File: src/rtl/pit_pkg.sv
package pit_pkg;
    localparam int DUR_W = 15;

    typedef enum logic [1:0] {
        ST_IDLE   = 2'd0,
        ST_PHASE0 = 2'd1,
        ST_PHASE1 = 2'd2
    } pit_state_e;

    // Word layout: second phase in the upper half, first phase in the lower half
    typedef struct packed {
        logic             lvl1;
        logic [DUR_W-1:0] dur1;
        logic             lvl0;
        logic [DUR_W-1:0] dur0;
    } pit_item_t;
endpackage

File: src/rtl/pit_divider.sv
module pit_divider #(
    parameter int DIV_W = 8
) (
    input  logic             clk,
    input  logic             rst_n,
    input  logic             run,
    input  logic [DIV_W-1:0] div,
    output logic             tick
);
    logic [DIV_W-1:0] cnt;
    logic [DIV_W-1:0] term;

    // 0 - 1 wraps to all ones, giving the maximum divisor
    assign term = div - DIV_W'(1);
    assign tick = run && (cnt == term);

    always_ff @(posedge clk or negedge rst_n) begin
        if (!rst_n)            cnt <= '0;
        else if (!run || tick) cnt <= '0;
        else                   cnt <= cnt + DIV_W'(1);
    end
endmodule

File: src/rtl/pit_carrier.sv
module pit_carrier #(
    parameter int CAR_W = 16
) (
    input  logic             clk,
    input  logic             rst_n,
    input  logic             en,
    input  logic [CAR_W-1:0] high_cnt,
    input  logic [CAR_W-1:0] low_cnt,
    output logic             car_hi
);
    logic [CAR_W-1:0] cnt;

    always_ff @(posedge clk or negedge rst_n) begin
        if (!rst_n) begin
            cnt    <= '0;
            car_hi <= 1'b1;
        end else if (!en) begin
            cnt    <= '0;
            car_hi <= 1'b1;
        end else if (car_hi) begin
            if (cnt == high_cnt - CAR_W'(1)) begin
                cnt    <= '0;
                car_hi <= 1'b0;
            end else begin
                cnt <= cnt + CAR_W'(1);
            end
        end else begin
            if (cnt == low_cnt - CAR_W'(1)) begin
                cnt    <= '0;
                car_hi <= 1'b1;
            end else begin
                cnt <= cnt + CAR_W'(1);
            end
        end
    end
endmodule

File: src/rtl/pit_item_mem.sv
module pit_item_mem #(
    parameter int DEPTH  = 64,
    parameter int PTR_W  = 6,
    parameter int WORD_W = 32
) (
    input  logic              clk,
    input  logic              we,
    input  logic [PTR_W-1:0]  waddr,
    input  logic [WORD_W-1:0] wdata,
    input  logic [PTR_W-1:0]  raddr,
    output logic [WORD_W-1:0] rdata
);
    logic [WORD_W-1:0] store [DEPTH];

    always_ff @(posedge clk) begin
        if (we) store[waddr] <= wdata;
    end

    // Asynchronous read lets the sequencer prefetch the next item without a gap
    assign rdata = store[raddr];
endmodule

File: src/rtl/pulse_item_tx.sv
module pulse_item_tx
    import pit_pkg::*;
#(
    parameter int BLOCK_WORDS = 64,
    parameter int NUM_BLOCKS  = 1,
    parameter int DIV_W       = 8,
    parameter int CAR_W       = 16,
    parameter int LIMIT_W     = 10
) (
    input  logic               clk,
    input  logic               rst_n,
    input  logic [DIV_W-1:0]   cfg_div,
    input  logic               cfg_conti,
    input  logic               cfg_idle_en,
    input  logic               cfg_idle_lvl,
    input  logic               cfg_car_en,
    input  logic               cfg_car_lvl,
    input  logic [CAR_W-1:0]   cfg_car_high,
    input  logic [CAR_W-1:0]   cfg_car_low,
    input  logic [LIMIT_W-1:0] cfg_limit,
    input  logic               mem_we,
    input  logic [31:0]        mem_wdata,
    input  logic               wr_ptr_rst,
    input  logic               rd_ptr_rst,
    input  logic               start,
    input  logic [2:0]         int_ena,
    input  logic [2:0]         int_clr,
    output logic               tx_out,
    output logic               irq,
    output logic [2:0]         raw_status
);
    localparam int DEPTH = BLOCK_WORDS * NUM_BLOCKS;
    localparam int PTR_W = (DEPTH > 1) ? $clog2(DEPTH) : 1;
    localparam logic [PTR_W-1:0] LAST = PTR_W'(DEPTH - 1);

    pit_state_e         state_q, state_d;
    pit_item_t          item_q, fetch_item;
    logic [31:0]        fetch_word;
    logic [PTR_W-1:0]   rd_ptr, wr_ptr, next_ptr, fetch_ptr;
    logic [DUR_W-1:0]   phase_cnt;
    logic [LIMIT_W-1:0] sent_cnt, sent_nx;
    logic               tick, busy, load, hop, finish, item_done;
    logic               cur_lvl, car_gate, car_hi, thr_hit, err_set;

    assign busy       = (state_q != ST_IDLE);
    assign next_ptr   = (rd_ptr == LAST) ? '0 : rd_ptr + PTR_W'(1);
    assign fetch_ptr  = busy ? next_ptr : rd_ptr;
    assign fetch_item = pit_item_t'(fetch_word);

    pit_divider #(.DIV_W(DIV_W)) u_div (
        .clk(clk), .rst_n(rst_n), .run(busy), .div(cfg_div), .tick(tick)
    );

    pit_item_mem #(.DEPTH(DEPTH), .PTR_W(PTR_W), .WORD_W(32)) u_mem (
        .clk(clk), .we(mem_we), .waddr(wr_ptr), .wdata(mem_wdata),
        .raddr(fetch_ptr), .rdata(fetch_word)
    );

    pit_carrier #(.CAR_W(CAR_W)) u_car (
        .clk(clk), .rst_n(rst_n), .en(car_gate),
        .high_cnt(cfg_car_high), .low_cnt(cfg_car_low), .car_hi(car_hi)
    );

    // Next-state and sequencing strobes
    always_comb begin
        state_d   = state_q;
        load      = 1'b0;
        hop       = 1'b0;
        finish    = 1'b0;
        item_done = 1'b0;
        unique case (state_q)
            ST_IDLE: begin
                if (start) begin
                    load = 1'b1;
                    if (fetch_item.dur0 == '0) finish  = 1'b1;
                    else                       state_d = ST_PHASE0;
                end
            end
            ST_PHASE0: begin
                if (tick && phase_cnt == item_q.dur0 - DUR_W'(1)) begin
                    if (item_q.dur1 == '0) begin
                        finish  = 1'b1;
                        state_d = ST_IDLE;
                    end else begin
                        hop     = 1'b1;
                        state_d = ST_PHASE1;
                    end
                end
            end
            ST_PHASE1: begin
                if (tick && phase_cnt == item_q.dur1 - DUR_W'(1)) begin
                    item_done = 1'b1;
                    if ((rd_ptr == LAST && !cfg_conti) || fetch_item.dur0 == '0) begin
                        finish  = 1'b1;
                        state_d = ST_IDLE;
                    end else begin
                        load    = 1'b1;
                        state_d = ST_PHASE0;
                    end
                end
            end
            default: state_d = ST_IDLE;
        endcase
    end

    always_ff @(posedge clk or negedge rst_n) begin
        if (!rst_n) state_q <= ST_IDLE;
        else        state_q <= state_d;
    end

    assign sent_nx = sent_cnt + LIMIT_W'(1);
    assign thr_hit = item_done && (cfg_limit != '0) && (sent_nx == cfg_limit);
    assign err_set = start && busy;

    always_ff @(posedge clk or negedge rst_n) begin
        if (!rst_n) begin
            item_q     <= '0;
            rd_ptr     <= '0;
            wr_ptr     <= '0;
            phase_cnt  <= '0;
            sent_cnt   <= '0;
            raw_status <= '0;
        end else begin
            if (load) item_q <= fetch_item;

            if (item_done)             rd_ptr <= next_ptr;
            else if (rd_ptr_rst && !busy) rd_ptr <= '0;

            if (wr_ptr_rst)  wr_ptr <= '0;
            else if (mem_we) wr_ptr <= (wr_ptr == LAST) ? '0 : wr_ptr + PTR_W'(1);

            if (load || hop) phase_cnt <= '0;
            else if (tick)   phase_cnt <= phase_cnt + DUR_W'(1);

            if (!busy && start) sent_cnt <= '0;
            else if (thr_hit)   sent_cnt <= '0;
            else if (item_done) sent_cnt <= sent_nx;

            raw_status <= (raw_status & ~int_clr) | {err_set, thr_hit, finish};
        end
    end

    // Output process: pin level and interrupt
    always_comb begin
        cur_lvl  = (state_q == ST_PHASE0) ? item_q.lvl0 : item_q.lvl1;
        car_gate = cfg_car_en && busy && (cur_lvl == cfg_car_lvl);
        if (!busy)         tx_out = cfg_idle_en & cfg_idle_lvl;
        else if (car_gate) tx_out = car_hi ? cur_lvl : ~cur_lvl;
        else               tx_out = cur_lvl;
        irq = |(raw_status & int_ena);
    end
endmodule

File: config.mk
export PLATFORM = sky130hd
export DESIGN_NAME = pulse_item_tx
export DESIGN_NICKNAME = d
export VERILOG_FILES = /design/src/rtl/pit_pkg.sv /design/src/rtl/pit_divider.sv /design/src/rtl/pit_carrier.sv /design/src/rtl/pit_item_mem.sv /design/src/rtl/pulse_item_tx.sv
export SDC_FILE = /design/constraint.sdc
export NUM_CORES = 2
export LEC_CHECK = 0
export ABC_CLOCK_PERIOD_IN_PS = 6500
export BUFFER_PORTS_ARGS = -buffer_cell sky130_fd_sc_hd__clkbuf_2
export CAP_MARGIN = 10
export CORE_MARGIN = 2
export CORE_UTILIZATION = 50
export DETAILED_ROUTE_END_ITERATION = 7
export PLACE_DENSITY_LB_ADDON = 0.3
export SLEW_MARGIN = 20
export SYNTH_ARGS = -nofsm -noshare
export SYNTH_HDL_FRONTEND = slang
export SYNTH_SLANG_ARGS = --single-unit
export TNS_END_PERCENT = 30
File: constraint.sdc
create_clock -name clk -period 6.5 [get_ports clk]
set_clock_uncertainty 0.15 [all_clocks]
set_input_delay 1.3 -clock clk [delete_from_list [all_inputs] [get_ports clk]]
set_output_delay 1.3 -clock clk [all_outputs]
set_load 0.05 [all_outputs]
==> results.md <==
- The run finished with clean final reports.
- Synthesis instantiated 119 different standard cells from the library.
- The dominant combinational cell family by area after synthesis is simple AND/OR/NAND/NOR gates.
- Global routing used 32.4% of the available tracks.
- Traced cell by cell, the critical path runs through ha_1 -> o21a_1 -> nor2_4 -> buf_4 -> buf_12 -> nand2_1 -> nand3_1 -> a311oi_1 -> nor4_1 -> a31oi_1 -> nand4b_1 -> buf_4 -> nor4_1 -> a21oi_1 -> o31ai_2.
- The violation count after the first detailed-route iteration is 12700.
- During placement, the flow inserted port buffers numbering 103.
- The CTS root buffer is sky130_fd_sc_hd__clkbuf_16.
- The clock tree from TritonCTS is yes.
- The placeable core region is around 0.19 mm².
- The clock net in this run drives a total of 2147 sinks.
- The capturing element type of the critical path is a register.
- The initial antenna violation count is 15.
- Measured against the total synthesized area, the mux share comes to 4.41%.
- Before CTS, the worst setup slack after placement is 0.847 ns.
- The total of flip-flops plus latches after synthesis is 2147.
- In this run the vertical extent of the chip is 443 µm.
- The count of hold-fix buffers inserted at cts is 0.
- The final-stage net count is 7716.
- The final total power is between 0.02 and 0.03 W.
- After legalization and detailed placement, the total HPWL measured 189000 µm.
- At the worst endpoint, the required time is 7.07 ns.
- After clock tree synthesis, the clock-pin slew on the worst setup and hold paths is about 0.070 ns.
- The fraction of final layout cells sized beyond drive strength 1 is 12.2%.
- After routing, the total negative slack on setup checks comes to 0 ns.
- After clock tree synthesis, the setup repair step added 0 buffers.
- Headroom to the max-slew limit came out at ~16%.
- Across the VDD grid, the largest voltage drop is 0.255 mV.
- The clock passes through at most 3 buffers.
- The share of synthesized registers carrying an async set or reset is approximately 4.6%.
- For this run, design rule violations remaining after detail routing come to 0.
- The number of nets handed over by synthesis was 7671.
- Power spread over the standard cell area amounts to between 200 and 300 mW/mm².
- Among all flip-flop cells after synthesis, the most frequent one is sky130_fd_sc_hd__edfxtp_1.
- The type of the tightest min-delay check is register to register.
- Setup violations remaining at the end of the flow were counted as 0.
- The arrival time of the worst setup path is 6.47 ns.
- 104 I/O pins were placed.
- The synthesized-area fraction occupied by adder cells is 0.143%.
- The detailed-route wire length per cell is 31.6 µm.
- The antenna violation net count after detailed routing is 0.
- During synthesis, Yosys emitted a total of 0 warnings.
- The floorplan has 161 rows.
- The routed design could run at a clock period as short as 5.90 ns.
- The type of origin of the critical path is a register.
- Compared with the post-synthesis result, the final layout area differs by 11.6%.
- The maximum cell stage delay along the critical path is 0.89 ns.
- The filler cells instantiated in the layout total 15300.
- After detailed routing, the number of vias per cell comes to ~6.8.
- In this run, CTS created clock tree buffers numbering 210.
- Setup repair after global routing left no endpoint under its margin.
- In this run the horizontal extent of the chip is 443 µm.
- The peak clock frequency supported by timing is 0.170 GHz.
- The number of H-tree levels is 4.
- The total global routing overflow is 0.
- Synthesis produced 7561 cells.
- The worst path uses 90.7% of the clock period.
- The first-pass GRT wire length is 466000 µm.
- The die covers 0.196 mm².
- Summed over all layers, the routed wires come to 326000 µm.
- Of all nets on the critical path, the largest fanout is 123.
- Summing the areas of all compound-gate instances in the mapped netlist gives a little under an eighth of the synthesized area.
- The via count of the first global-routing pass was 66300.
- The mean instance size in the synthesized netlist is 12.7 µm².
- The kind of cell with the highest combined delay on the critical path is simple AND/OR/NAND/NOR gates.
- The number of max-slew violations in the final report came to 0.
- The count of flip-flops with a built-in enable after synthesis is around 2000.
- The placer congestion estimate is ~1.
- Summing the areas of all and, or, nand and nor instances in the mapped netlist gives between 10% and 20% of the synthesized area.
- The setup path with the least slack is of type register to register.
- The slack of the critical path is 0.602 ns.
- The analysis attributes to cell leakage a power of roughly 37 nW.
- The tightest hold path in the finished design has a slack of 0.309 ns.
- Of the total synthesized cell area, the portion taken by XOR and XNOR cells is 1.40%.
- The max-cap violation count is 0.
- The hold violation count in the final report came to 0.
- The starting density of the core is 50.2%.
- The count of vias placed by the detailed router is 70500.
- Of the synthesized area, sequential elements account for 66.4%.
- The number of gates resized after CTS is 0.
- The post-synth design cell area is 0.0963 mm².
- Counting both buffers and inverters, the worst setup path holds a total of 3.
- The later pin in the worst-skew pair is clocked with a latency of 0.88 ns.
- Before antenna repair, the detailed router went through 7 iterations.
- At the pin with the least slew margin, the transition time is 1.26 ns.
- The slowest stage of the critical path belongs to the cell sky130_fd_sc_hd__nor2_4.
- The pin count of the biggest net entering global routing is between 150 and 200.
## cells in the final DEF, fill, tap and decap left out, types with 50 or more instances in the layout
master / n
sky130_fd_sc_hd__and3_1: 198
sky130_fd_sc_hd__inv_1: 71
sky130_fd_sc_hd__nor2_1: 130
sky130_fd_sc_hd__mux2_2: 56
sky130_fd_sc_hd__nand3_1: 449
sky130_fd_sc_hd__o22ai_1: 148
sky130_fd_sc_hd__clkbuf_16: 212
sky130_fd_sc_hd__clkinv_1: 50
sky130_fd_sc_hd__edfxtp_1: 2048
sky130_fd_sc_hd__nor4_1: 69
sky130_fd_sc_hd__o211ai_1: 91
sky130_fd_sc_hd__a311oi_1: 197
sky130_fd_sc_hd__nand2_1: 1381
sky130_fd_sc_hd__a21oi_1: 203
sky130_fd_sc_hd__clkbuf_2: 97
sky130_fd_sc_hd__mux2i_1: 265
sky130_fd_sc_hd__xnor2_1: 74
sky130_fd_sc_hd__a211oi_1: 85
sky130_fd_sc_hd__o21ai_0: 199
sky130_fd_sc_hd__o221ai_1: 61
sky130_fd_sc_hd__nor2_4: 62
sky130_fd_sc_hd__clkbuf_1: 59
sky130_fd_sc_hd__nor3_1: 127
sky130_fd_sc_hd__xor2_1: 72
sky130_fd_sc_hd__buf_4: 289
sky130_fd_sc_hd__a31oi_1: 112
sky130_fd_sc_hd__dfrtp_1: 95
## path summary, 6_finish.rpt
check / start / slack (ns) / end / cells past startpoint
worst max-delay path: rd_ptr[0]$_DFFE_PN0P_ / 0.60 / item_q[27]$_DFFE_PN0P_ / 15
worst min-delay path: u_car.car_hi$_DFF_PN1_ / 0.31 / u_car.car_hi$_DFF_PN1_ / 2
worst max register to register: rd_ptr[0]$_DFFE_PN0P_ / 0.60 / item_q[27]$_DFFE_PN0P_ / 15
worst min register to register: u_car.car_hi$_DFF_PN1_ / 0.31 / u_car.car_hi$_DFF_PN1_ / 2
max in group asynchronous: rst_n / 4.82 / state_q[1]$_DFFE_PN0P_ / 2
min in group asynchronous: rst_n / 0.36 / u_car.cnt[9]$_DFF_PN0_ / 1
## per-layer routing
metal	global-route usage, %	vias up	routed length (µm)
li1	-	29300	-
met1	43.0	34700	118000
met2	48.4	5359	144000
met3	8.80	1094	43500
met4	17.8	18	20100
met5	0	-	110
## worst register-to-register path: cells and delay by family (launching register included)
kind / cells / cell delay, ns
simple gates: 6 / 2.48
flops: 1 / 0.49
compound gates: 5 / 1.04
fa+ha+maj: 1 / 0.43
buf+inv: 3 / 1.16
## cell families (layout without fill, tap and decap cells)
kind of cell,Yosys count,in the layout
and+or+nand+nor,2636,2636
other,0,5
muxes,369,369
adders and majority gates,11,11
DFF,2147,2147
buffers and inverters,672,885
AOI/OAI and AO/OA,1574,1574
xor gates and xnor gates,152,152
## per-stage QoR
step	util, %	std cells	instance area (µm²)
detailed placement	52.5	9916	101000
floorplan	-	7561	96300
global route	56.0	10300	108000
finish	56.0	10300	108000
global placement	52.4	9909	101000
CTS	56.0	10300	107000
## cell usage after synthesis (73+ instances only)
master	count	area share, %
sky130_fd_sc_hd__edfxtp_1	2048	64
sky130_fd_sc_hd__nand2_1	1383	5.4
sky130_fd_sc_hd__nand3_1	450	2.3
sky130_fd_sc_hd__mux2i_1	265	2.8
sky130_fd_sc_hd__clkbuf_1	240	0.94
sky130_fd_sc_hd__buf_2	237	1.2
sky130_fd_sc_hd__a21oi_1	203	1.1
sky130_fd_sc_hd__o21ai_0	199	1.0
sky130_fd_sc_hd__and3_1	198	1.3
sky130_fd_sc_hd__a311oi_1	197	1.8
sky130_fd_sc_hd__nor2_1	191	0.74
sky130_fd_sc_hd__o22ai_1	148	0.96
sky130_fd_sc_hd__nor3_1	131	0.68
sky130_fd_sc_hd__a31oi_1	112	0.73
sky130_fd_sc_hd__dfrtp_1	98	2.5
sky130_fd_sc_hd__o211ai_1	91	0.71
sky130_fd_sc_hd__a211oi_1	87	0.68
sky130_fd_sc_hd__xnor2_1	77	0.70
sky130_fd_sc_hd__xor2_1	73	0.66
## flip-flops by register name, indices dropped and copies added (netlist names)
name / cells
wr_ptr: 6
rd_ptr: 6
item_q: 32
u_div.cnt: 8
phase_cnt: 15
u_car.car_hi: 1
sent_cnt: 10
u_car.cnt: 16
raw_status: 3
state_q: 2
u_mem.store: 2048
## layout make-up
type / count / area, µm² / area share, %
Sequential cell: 2147 / 64000 / 59.5
Multi-Input combinational cell: 4742 / 29900 / 27.8
Clock buffer: 274 / 5570 / 5.18
Timing Repair Buffer: 433 / 3580 / 3.33
Tap cell: 2526 / 3160 / 2.94
Clock inverter: 106 / 1050 / 0.975
Inverter: 72 / 273 / 0.254
Antenna cell: 5 / 12.5 / 0.0116
## power breakdown
group	internal [W]	total, W	switching [W]
Sequential	0.0152	0.0153	0.0000681
Clock	0.00656	0.0119	0.00535
Combinational	0.000140	0.000536	0.000396
Total	0.0219	0.0277	0.00582
No activity file was read; power rests on OpenSTA's default activity.
